## src/rtl/xpt_pkg.sv

```systemverilog
package xpt_pkg;
  localparam int unsigned XPT_N_IN  = 33;
  localparam int unsigned XPT_N_OUT = 17;

  // decoded control actions for one clock edge
  typedef struct packed {
    logic wr_stage;
    logic wr_active;
    logic upd_all;
  } xpt_act_t;
endpackage

```

## src/rtl/xpt_strobe_sync.sv

```systemverilog
module xpt_strobe_sync
  import xpt_pkg::*;
(
  input  logic     clk_i,
  input  logic     rst_ni,
  input  logic     cs_ni,
  input  logic     we_ni,
  input  logic     upd_ni,
  output xpt_act_t act_o
);
  logic we_q, upd_q;

  always_ff @(posedge clk_i or negedge rst_ni) begin
    if (!rst_ni) begin
      we_q  <= 1'b1;
      upd_q <= 1'b1;
    end else begin
      we_q  <= we_ni;
      upd_q <= upd_ni;
    end
  end

  logic we_fall, upd_fall, sel;
  assign we_fall  = we_q & ~we_ni;
  assign upd_fall = upd_q & ~upd_ni;
  assign sel      = ~cs_ni;

  always_comb begin
    act_o.wr_stage  = sel & we_fall & upd_ni;
    act_o.upd_all   = sel & upd_fall & we_ni;
    // transparent: both low, triggered by whichever fell last
    act_o.wr_active = sel & ~we_ni & ~upd_ni & (we_fall | upd_fall);
  end
endmodule

```

## src/rtl/xpt_rank_bank.sv

```systemverilog
module xpt_rank_bank
  import xpt_pkg::*;
#(
  parameter int unsigned N_OUT  = XPT_N_OUT,
  parameter int unsigned ADDR_W = 5,
  parameter int unsigned WORD_W = 7
) (
  input  logic                         clk_i,
  input  logic                         rst_ni,
  input  xpt_act_t                     act_i,
  input  logic                         clr_ni,
  input  logic [ADDR_W-1:0]            addr_i,
  input  logic [WORD_W-1:0]            data_i,
  output logic [N_OUT-1:0][WORD_W-1:0] active_o
);
  localparam int unsigned EN_BIT = WORD_W - 1;
  localparam logic [ADDR_W-1:0] BCAST = ADDR_W'(N_OUT);

  for (genvar j = 0; j < N_OUT; j++) begin : g_out
    logic [WORD_W-1:0] stage_q, active_q;
    logic hit;
    assign hit = (addr_i == ADDR_W'(j)) || (addr_i == BCAST);

    always_ff @(posedge clk_i or negedge rst_ni) begin
      if (!rst_ni) begin
        stage_q  <= '0;
        active_q <= '0;
      end else begin
        if (act_i.wr_stage && hit) stage_q <= data_i;
        if (act_i.upd_all) active_q <= stage_q;
        else if (act_i.wr_active && hit) active_q <= data_i;
        if (!clr_ni) active_q[EN_BIT] <= 1'b0;
      end
    end

    assign active_o[j] = active_q;
  end
endmodule

```

## src/rtl/xpt_out_mux.sv

```systemverilog
module xpt_out_mux #(
  parameter int unsigned N_IN   = 33,
  parameter int unsigned WORD_W = 7
) (
  input  logic [N_IN-1:0]   sig_i,
  input  logic [WORD_W-1:0] word_i,
  output logic              sig_o,
  output logic              hiz_o
);
  localparam int unsigned SEL_W = WORD_W - 1;

  logic [SEL_W-1:0] code;
  logic             pick;
  assign code = word_i[SEL_W-1:0];

  always_comb begin
    pick = 1'b0;
    for (int k = 0; k < int'(N_IN); k++)
      if (code == SEL_W'(k)) pick = sig_i[k];
  end

  assign sig_o = word_i[WORD_W-1] & pick;
  assign hiz_o = ~word_i[WORD_W-1];
endmodule

```

## src/rtl/xpt_cfg_ctrl.sv

```systemverilog
module xpt_cfg_ctrl
  import xpt_pkg::*;
#(
  parameter int unsigned N_IN   = XPT_N_IN,
  parameter int unsigned N_OUT  = XPT_N_OUT,
  localparam int unsigned SEL_W  = $clog2(N_IN),
  localparam int unsigned WORD_W = SEL_W + 1,
  localparam int unsigned ADDR_W = $clog2(N_OUT + 1)
) (
  input  logic              clk_i,
  input  logic              rst_ni,
  input  logic              cs_ni,
  input  logic              we_ni,
  input  logic              re_ni,
  input  logic              upd_ni,
  input  logic              clr_ni,
  input  logic [ADDR_W-1:0] addr_i,
  input  logic [WORD_W-1:0] data_i,
  output logic [WORD_W-1:0] data_o,
  output logic              data_oe_o,
  input  logic [N_IN-1:0]   sig_i,
  output logic [N_OUT-1:0]  sig_o,
  output logic [N_OUT-1:0]  sig_hiz_o
);
  xpt_act_t act;
  logic [N_OUT-1:0][WORD_W-1:0] active;

  xpt_strobe_sync u_sync (
    .clk_i (clk_i),
    .rst_ni(rst_ni),
    .cs_ni (cs_ni),
    .we_ni (we_ni),
    .upd_ni(upd_ni),
    .act_o (act)
  );

  xpt_rank_bank #(.N_OUT(N_OUT), .ADDR_W(ADDR_W), .WORD_W(WORD_W)) u_bank (
    .clk_i   (clk_i),
    .rst_ni  (rst_ni),
    .act_i   (act),
    .clr_ni  (clr_ni),
    .addr_i  (addr_i),
    .data_i  (data_i),
    .active_o(active)
  );

  for (genvar j = 0; j < N_OUT; j++) begin : g_mux
    xpt_out_mux #(.N_IN(N_IN), .WORD_W(WORD_W)) u_mux (
      .sig_i (sig_i),
      .word_i(active[j]),
      .sig_o (sig_o[j]),
      .hiz_o (sig_hiz_o[j])
    );
  end

  // readback; broadcast and reserved addresses match no output
  always_comb begin
    data_o = '0;
    for (int j = 0; j < int'(N_OUT); j++)
      if (addr_i == ADDR_W'(j)) data_o = active[j];
  end
  assign data_oe_o = ~cs_ni & ~re_ni;
endmodule

```

## config.mk

```make
export PLATFORM = sky130hd
export DESIGN_NAME = xpt_cfg_ctrl
export DESIGN_NICKNAME = d
export VERILOG_FILES = /design/src/rtl/xpt_pkg.sv /design/src/rtl/xpt_strobe_sync.sv /design/src/rtl/xpt_rank_bank.sv /design/src/rtl/xpt_out_mux.sv /design/src/rtl/xpt_cfg_ctrl.sv
export SDC_FILE = /design/constraint.sdc
export NUM_CORES = 1
export LEC_CHECK = 0
export ABC_AREA = 1
export BUFFER_PORTS_ARGS = -buffer_cell sky130_fd_sc_hd__buf_2
export CORE_ASPECT_RATIO = 0.5
export CORE_MARGIN = 10
export CORE_UTILIZATION = 35
export DETAILED_ROUTE_END_ITERATION = 16
export GPL_ROUTABILITY_DRIVEN = 0
export PLACE_DENSITY = 0.6
export SYNTH_ARGS = -nofsm -noshare
export SYNTH_HDL_FRONTEND = slang
export SYNTH_SLANG_ARGS = --single-unit
```

## constraint.sdc

```tcl
create_clock -name clk_i -period 3.9 [get_ports clk_i]
set_clock_uncertainty 0.2 [all_clocks]
set_input_delay 0.39 -clock clk_i [delete_from_list [all_inputs] [get_ports clk_i]]
set_output_delay 0.39 -clock clk_i [all_outputs]
set_load 0.1 [all_outputs]
```

Word level (Yosys, flattened, before mapping) --
Cells that the tools add are included.
Word-level totals: bits in read-only memories 0, bits in registers 240, latch bits 0, memories 0, memory bits (writable) 0
Operators by class: equal/unequal tests 578, magnitude comparators 0, add/sub/neg operators 0, bitwise operators 49, shifts and indexed selects 0, multiply operators 0, muxes and demuxes 629, reduce and logical (&&, ||, !) cells 86, divide/modulo/power cells 0
Operators by type and width (number):
- equality test 6 x 5 -> 1 bit (second input constant) | 272
- equality test 6 x 4 -> 1 bit (second input constant) | 136
- 2-to-1 mux 1 bit | 578
- equality test 6 x 3 -> 1 bit (second input constant) | 68
- 2-to-1 mux 7 bit | 51
- equality test 6 x 2 -> 1 bit (second input constant) | 34
- equality test 6 x 1 -> 1 bit (second input constant) | 17
- equality test 6 bit (second input constant) | 17
- logical NOT 6 bit | 17
- inequality test 3 x 1 -> 1 bit (second input constant) | 17
- equality test 5 x 4 -> 1 bit (second input constant) | 8
- logical AND 1 bit | 34
- nonzero test 2 bit | 17
- bitwise AND 1 bit | 27
- inverter 1 bit | 21
- equality test 5 x 3 -> 1 bit (second input constant) | 4
- logical OR 1 bit | 17
- equality test 5 x 2 -> 1 bit (second input constant) | 2
- equality test 5 bit (second input constant) | 2
- equality test 5 x 1 -> 1 bit (second input constant) | 1
- logical NOT 5 bit | 1
- bitwise OR 1 bit | 1

Depth between registers and ports, before layout --
depth in word-level cells 35, mapped depth 35, mapped depth without buffers 33

Cells and area by module --
Synthesis repeated with hierarchy kept, for this count alone.
Unflattened totals: cell total of the unflattened synthesis 3496, area total of the unflattened synthesis 21276.7 µm²
By module, submodules not included:
- xpt_rank_bank | times used 1, area an instance 10736.5 µm², cells each 1240
- xpt_out_mux | times used 17, area an instance 546.8 µm², cells each 117
- xpt_cfg_ctrl | times used 1, area an instance 1156.1 µm², cells each 256
- xpt_strobe_sync | times used 1, area an instance 88.8 µm², cells each 11

Worst setup path before layout --
OpenSTA, ideal clock, no wires.
kind input to output, start point input addr_i[3], end point output data_o[1], stages 5, data arrival time 3.209 ns, setup slack 0.101 ns, cells stage by stage nor2_1 -> inv_1 -> nor3_1 -> inv_1 -> o21ai_0
Between the ends: longest elaborated chain between the ends 18, elaborated cells on any way between the ends 34, those cells by class 16 x eq/ne; 17 x mux; 1 x reduce/logical
RTL lines:
- start: declaration | line xpt_cfg_ctrl.sv:17 | input logic [ADDR_W-1:0] addr_i,
- logical NOT 5 bit | line xpt_cfg_ctrl.sv:60 | if (addr_i == ADDR_W'(j)) data_o = active[j];
- 2-to-1 mux 7 bit (16 in a row) | line xpt_cfg_ctrl.sv:60
- 2-to-1 mux 7 bit (*) | line xpt_cfg_ctrl.sv:60
- end: declaration | line xpt_cfg_ctrl.sv:19 | output logic [WORD_W-1:0] data_o,
Mark *: on every way between the ends. The rest lies on a longest branch, timed or not.

Worst setup path after layout --
start point register u_bank.g_out[3].active_q[1], end point output sig_o[3]
Between the ends: longest elaborated chain between the ends 35, elaborated cells on any way between the ends 67, those cells by class 32 x eq/ne; 33 x mux; 1 x bitwise; 1 x reduce/logical
RTL lines:
- start: declaration | line xpt_rank_bank.sv:20 | logic [WORD_W-1:0] stage_q, active_q;
- start signal: assignment | line xpt_rank_bank.sv:30 | if (act_i.upd_all) active_q <= stage_q;
- start signal: assignment | line xpt_rank_bank.sv:31 | else if (act_i.wr_active && hit) active_q <= data_i;
- logical NOT 6 bit | line xpt_out_mux.sv:19 | if (code == SEL_W'(k)) pick = sig_i[k];
- 2-to-1 mux 1 bit (32 in a row) | line xpt_out_mux.sv:19
- 2-to-1 mux 1 bit (*) | line xpt_out_mux.sv:19
- bitwise AND 1 bit (*) | line xpt_out_mux.sv:22 | assign sig_o = word_i[WORD_W-1] & pick;
- end: declaration | line xpt_cfg_ctrl.sv:22 | output logic [N_OUT-1:0] sig_o,
Marks and branches as above.

==> results.py <==
metrics = {
    "clocking": {
        "worstSkewPairLatency_ps": 530,
        "clock-sinks": 240,
        "clk_pin_slew_ps": 60,
        "htreeDepth": 1,
        "cts_root_buffer": "clkbuf_16",
        "cts_tree": "yes",
        "clk_path_buf_depth": 3,
        "numCtsBuffers": 27,
    },
    "final_layout": {
        "seq_area_um2": 6103,
        "final_core_util": 0.4405,
        "nets": 3447,
        "final_cells": 4170,
        "areaGrowthSynthToFinish_pct": 24.96,
        "multi_input_area_um2": 12080,
        "fillers": 5771,
        "drive_gt1_frac": 0.2267,
        "antennaDiodeCount": 0,
    },
    "yosys": {
        "synthAdderAreaFrac": 0,
        "synthMuxAreaShare": 0,
        "post_synth_num_cell_types": 40,
        "ys_seq_area_frac": 0.3080,
        "synth_compound_area_frac": 0.1673,
        "avgSynthCellArea_um2": 6.128,
        "syn_inst": 3183,
        "synth_top_family_by_area": "simple AND/OR/NAND/NOR gates",
        "synthSimpleGateAreaFrac": 0.4081,
        "synth_seq_cells": 240,
        "syn_area_um2": 19510,
        "synth-warning-count": 0,
        "postSynthNetCount": 3235,
        "synth_xor_area_frac": 0,
    },
    "detailed_routing": {
        "viasPerCell": 5.920,
        "first_pass_iters": 9,
        "drt-wirelength-per-cell_um": 23.07,
        "detail-route-antenna-nets": 0,
        "via_count": 24686,
        "drt_drc_violations_left": 0,
        "drtIter0Drc": 3940,
        "wl_mm": 96.19,
    },
    "power_and_ir_drop": {
        "peakVddDrop_mv": 0.3222,
        "p_total_mw": 10.21,
        "p_per_area_nw_per_um2": 418.9,
        "leakage_nw": 10.68,
    },
    "worst_setup_path": {
        "crit_fanout": 4,
        "cp-end-kind": "output port",
        "cpMostUsedCell": "nand2_1",
        "path_buf_inv": 5,
        "cp_slowest_cell": "dfrtp_2",
        "cpLargestDelayFamily": "simple AND/OR/NAND/NOR gates",
        "slowest_delay_ps": 480,
        "startpoint_type": "flop",
        "crit_arrival_ps": 3420,
        "crit_type": "flop to output port",
        "ff2ff_setup_slack_ps": 1070,
        "worstPathRequired_ps": 3310,
    },
    "global_route": {
        "grt_overflow_total": 0,
        "grt_pass1_wl_mm": 137.7,
        "grtUsageTotal": 0.2673,
        "antenna_found_initial": 0,
        "grt_pass1_vias": 21504,
        "grt_max_degree": 120,
    },
    "placed_design": {
        "dp_cells": 4008,
        "io_buffers": 93,
        "dp_hpwl_mm": 67.77,
        "dp_slack_ps": 319.9,
    },
    "sta": {
        "layout_min_cycle_time_ps": 4015,
        "final_hold_viol_count": 0,
        "rsz0062_at_grt": "yes",
        "fin_crit_sh": 1.029,
        "max_slew_margin": 0.2023,
        "setup_ws_ps": -114.8,
        "fmax_mhz": 249.1,
        "slew_violations": 0,
        "worst_slew_pin_slew_ps": 1194,
        "fin_tns_setup_ps": -187.2,
        "setup_viol": 3,
    },
    "die": {
        "initial_core_util": 0.3525,
        "die_h_um": 186.9,
        "dieWidth_um": 353.9,
        "rows": 61,
        "num_io_pins": 94,
        "core_area_um2": 55330,
        "die_area_um2": 66150,
    },
    "flow_run": {
        "cap_violations": 0,
    },
    "outcome": {
        "status": "complete, but fails checks",
        "violations": "setup timing",
    },
    "worst_hold_path": {
        "hp-class": "input pin to flop",
    },
}
[worst min-delay path, cell delays in order]
cell and delay, ps:
buf_2 90, inv_1 100, nor2_1 110, nand2_1 80, a31oi_1 70
[state kept, by name, summed over array words and instances, names as in the netlist]
register / cells
u_bank.g_out.active_q: 119
u_bank.g_out.stage_q: 119
u_sync.upd_q: 1
u_sync.we_q: 1
[routing by layer]
metal | vias to the layer above | global-route usage | wire (um)
met4 | 0 | 0.1117 | 5209
met3 | 402 | 0.1059 | 15270
li1 | 11038 | - | -
met1 | 11440 | 0.3654 | 38290
met2 | 1806 | 0.3662 | 37420
met5 | - | 0 | 0
[logic make-up (layout without fill, tap and decap cells)]
group / count (synthesis) / in the layout
AO/OA/AOI/OAI: 498 / 498
buffers and inverters: 562 / 793
flip-flops: 240 / 240
AND/OR/NAND/NOR: 1883 / 1883
[layout make-up]
type | count | area share
repair buffers | 344 | 0.1103
well taps | 756 | 0.03881
clock inverters | 11 | 0.009240
flip-flops and latches | 240 | 0.2504
clock buffers | 37 | 0.03131
inverters | 401 | 0.06422
multi-input cells | 2381 | 0.4957
[cells in the mapped netlist]
library cell,count,area [um^2]
o21ai_1,15,75.07
buf_4,35,262.8
a41oi_1,13,113.9
nand2_2,1,6.260
nor3_1,51,255.2
o22ai_1,11,68.82
a41o_1,1,10.01
buf_2,20,100.1
a31oi_1,20,125.1
a31o_2,47,411.6
nand4_1,188,1176
nor2_2,29,181.4
o31ai_1,2,15.01
a21oi_2,1,8.760
o21ai_0,169,845.8
nor3_2,1,10.01
buf_6,1,11.26
a2111o_1,1,11.26
nor2_1,374,1404
dfstp_2,2,52.55
clkinv_1,7,26.28
o32ai_1,2,17.52
a21oi_1,55,275.3
inv_2,17,63.81
a221o_1,1,10.01
nand2_1,1044,3919
a211oi_1,5,37.54
a2111oi_0,3,26.28
buf_1,1,3.750
nand3b_1,4,30.03
o211ai_1,98,735.7
nand3_1,172,860.8
dfrtp_1,238,5956
nor4_1,19,118.9
inv_1,377,1415
o221ai_1,6,52.55
clkbuf_1,104,390.4
a221oi_1,16,140.1
a32o_1,2,20.02
o2111ai_1,30,262.8
[worst paths after layout]
kind	end	start	cells after the start
worst min-delay path	u_bank.g_out[16].active_q[6]$_DFFE_PN0P_	data_i[6]	5
worst min register to register	u_bank.g_out[3].stage_q[0]$_DFFE_PN0P_	u_bank.g_out[3].stage_q[0]$_DFFE_PN0P_	2
max in group asynchronous	u_bank.g_out[5].active_q[3]$_DFFE_PN0P_	rst_ni	3
worst max register to register	u_bank.g_out[7].active_q[6]$_DFFE_PN0P_	u_sync.upd_q$_DFF_PN1_	7
worst max-delay path	sig_o[3]	u_bank.g_out[3].active_q[1]$_DFFE_PN0P_	31
min in group asynchronous	u_bank.g_out[10].stage_q[0]$_DFFE_PN0P_	rst_ni	2
[per-stage QoR]
stage | hold WS, ps | area [um^2]
2_1_floorplan | -105.6 | 19510
3_5_place_dp | 273.3 | 21470
4_1_cts | 181.0 | 22700
3_3_place_gp | 266.4 | 21470
5_1_grt | 197.1 | 24370
6_report | 171.8 | 24370
[cells in the final DEF, fill, tap and decap left out, drive strengths merged]
cell type,synthesis,routed
a2111o,1,1
a2111oi,3,3
a211oi,5,5
a21oi,56,56
a221o,1,1
a221oi,16,16
a31o,47,47
a31oi,20,20
a32o,2,2
a41o,1,1
a41oi,13,13
buf,57,333
bufinv,0,6
clkbuf,104,39
clkinv,7,11
clkinvlp,0,2
dfrtp,238,238
dfstp,2,2
dlygate4sd3,0,9
inv,394,393
nand2,1045,1045
nand3,172,172
nand3b,4,4
nand4,188,188
nor2,403,403
nor3,52,52
nor4,19,19
o2111ai,30,30
o211ai,98,98
o21ai,184,184
o221ai,6,6
o22ai,11,11
o31ai,2,2
o32ai,2,2
[power breakdown]
part | switching, mW | internal (mW)
registers | 0.543 | 2.77
logic | 2.67 | 1.39
clock network | 1.06 | 1.77
total | 4.28 | 5.93
[repair_timing]
action,CTS,global route
gates resized for setup,75,333
hold buffers,9,0
setup buffers,0,108
gates cloned,0,0
pin swaps,1,83
setup endpoints to repair,17,17
endpoints found under the hold margin,124,0
(Power assumes the default switching activity.)
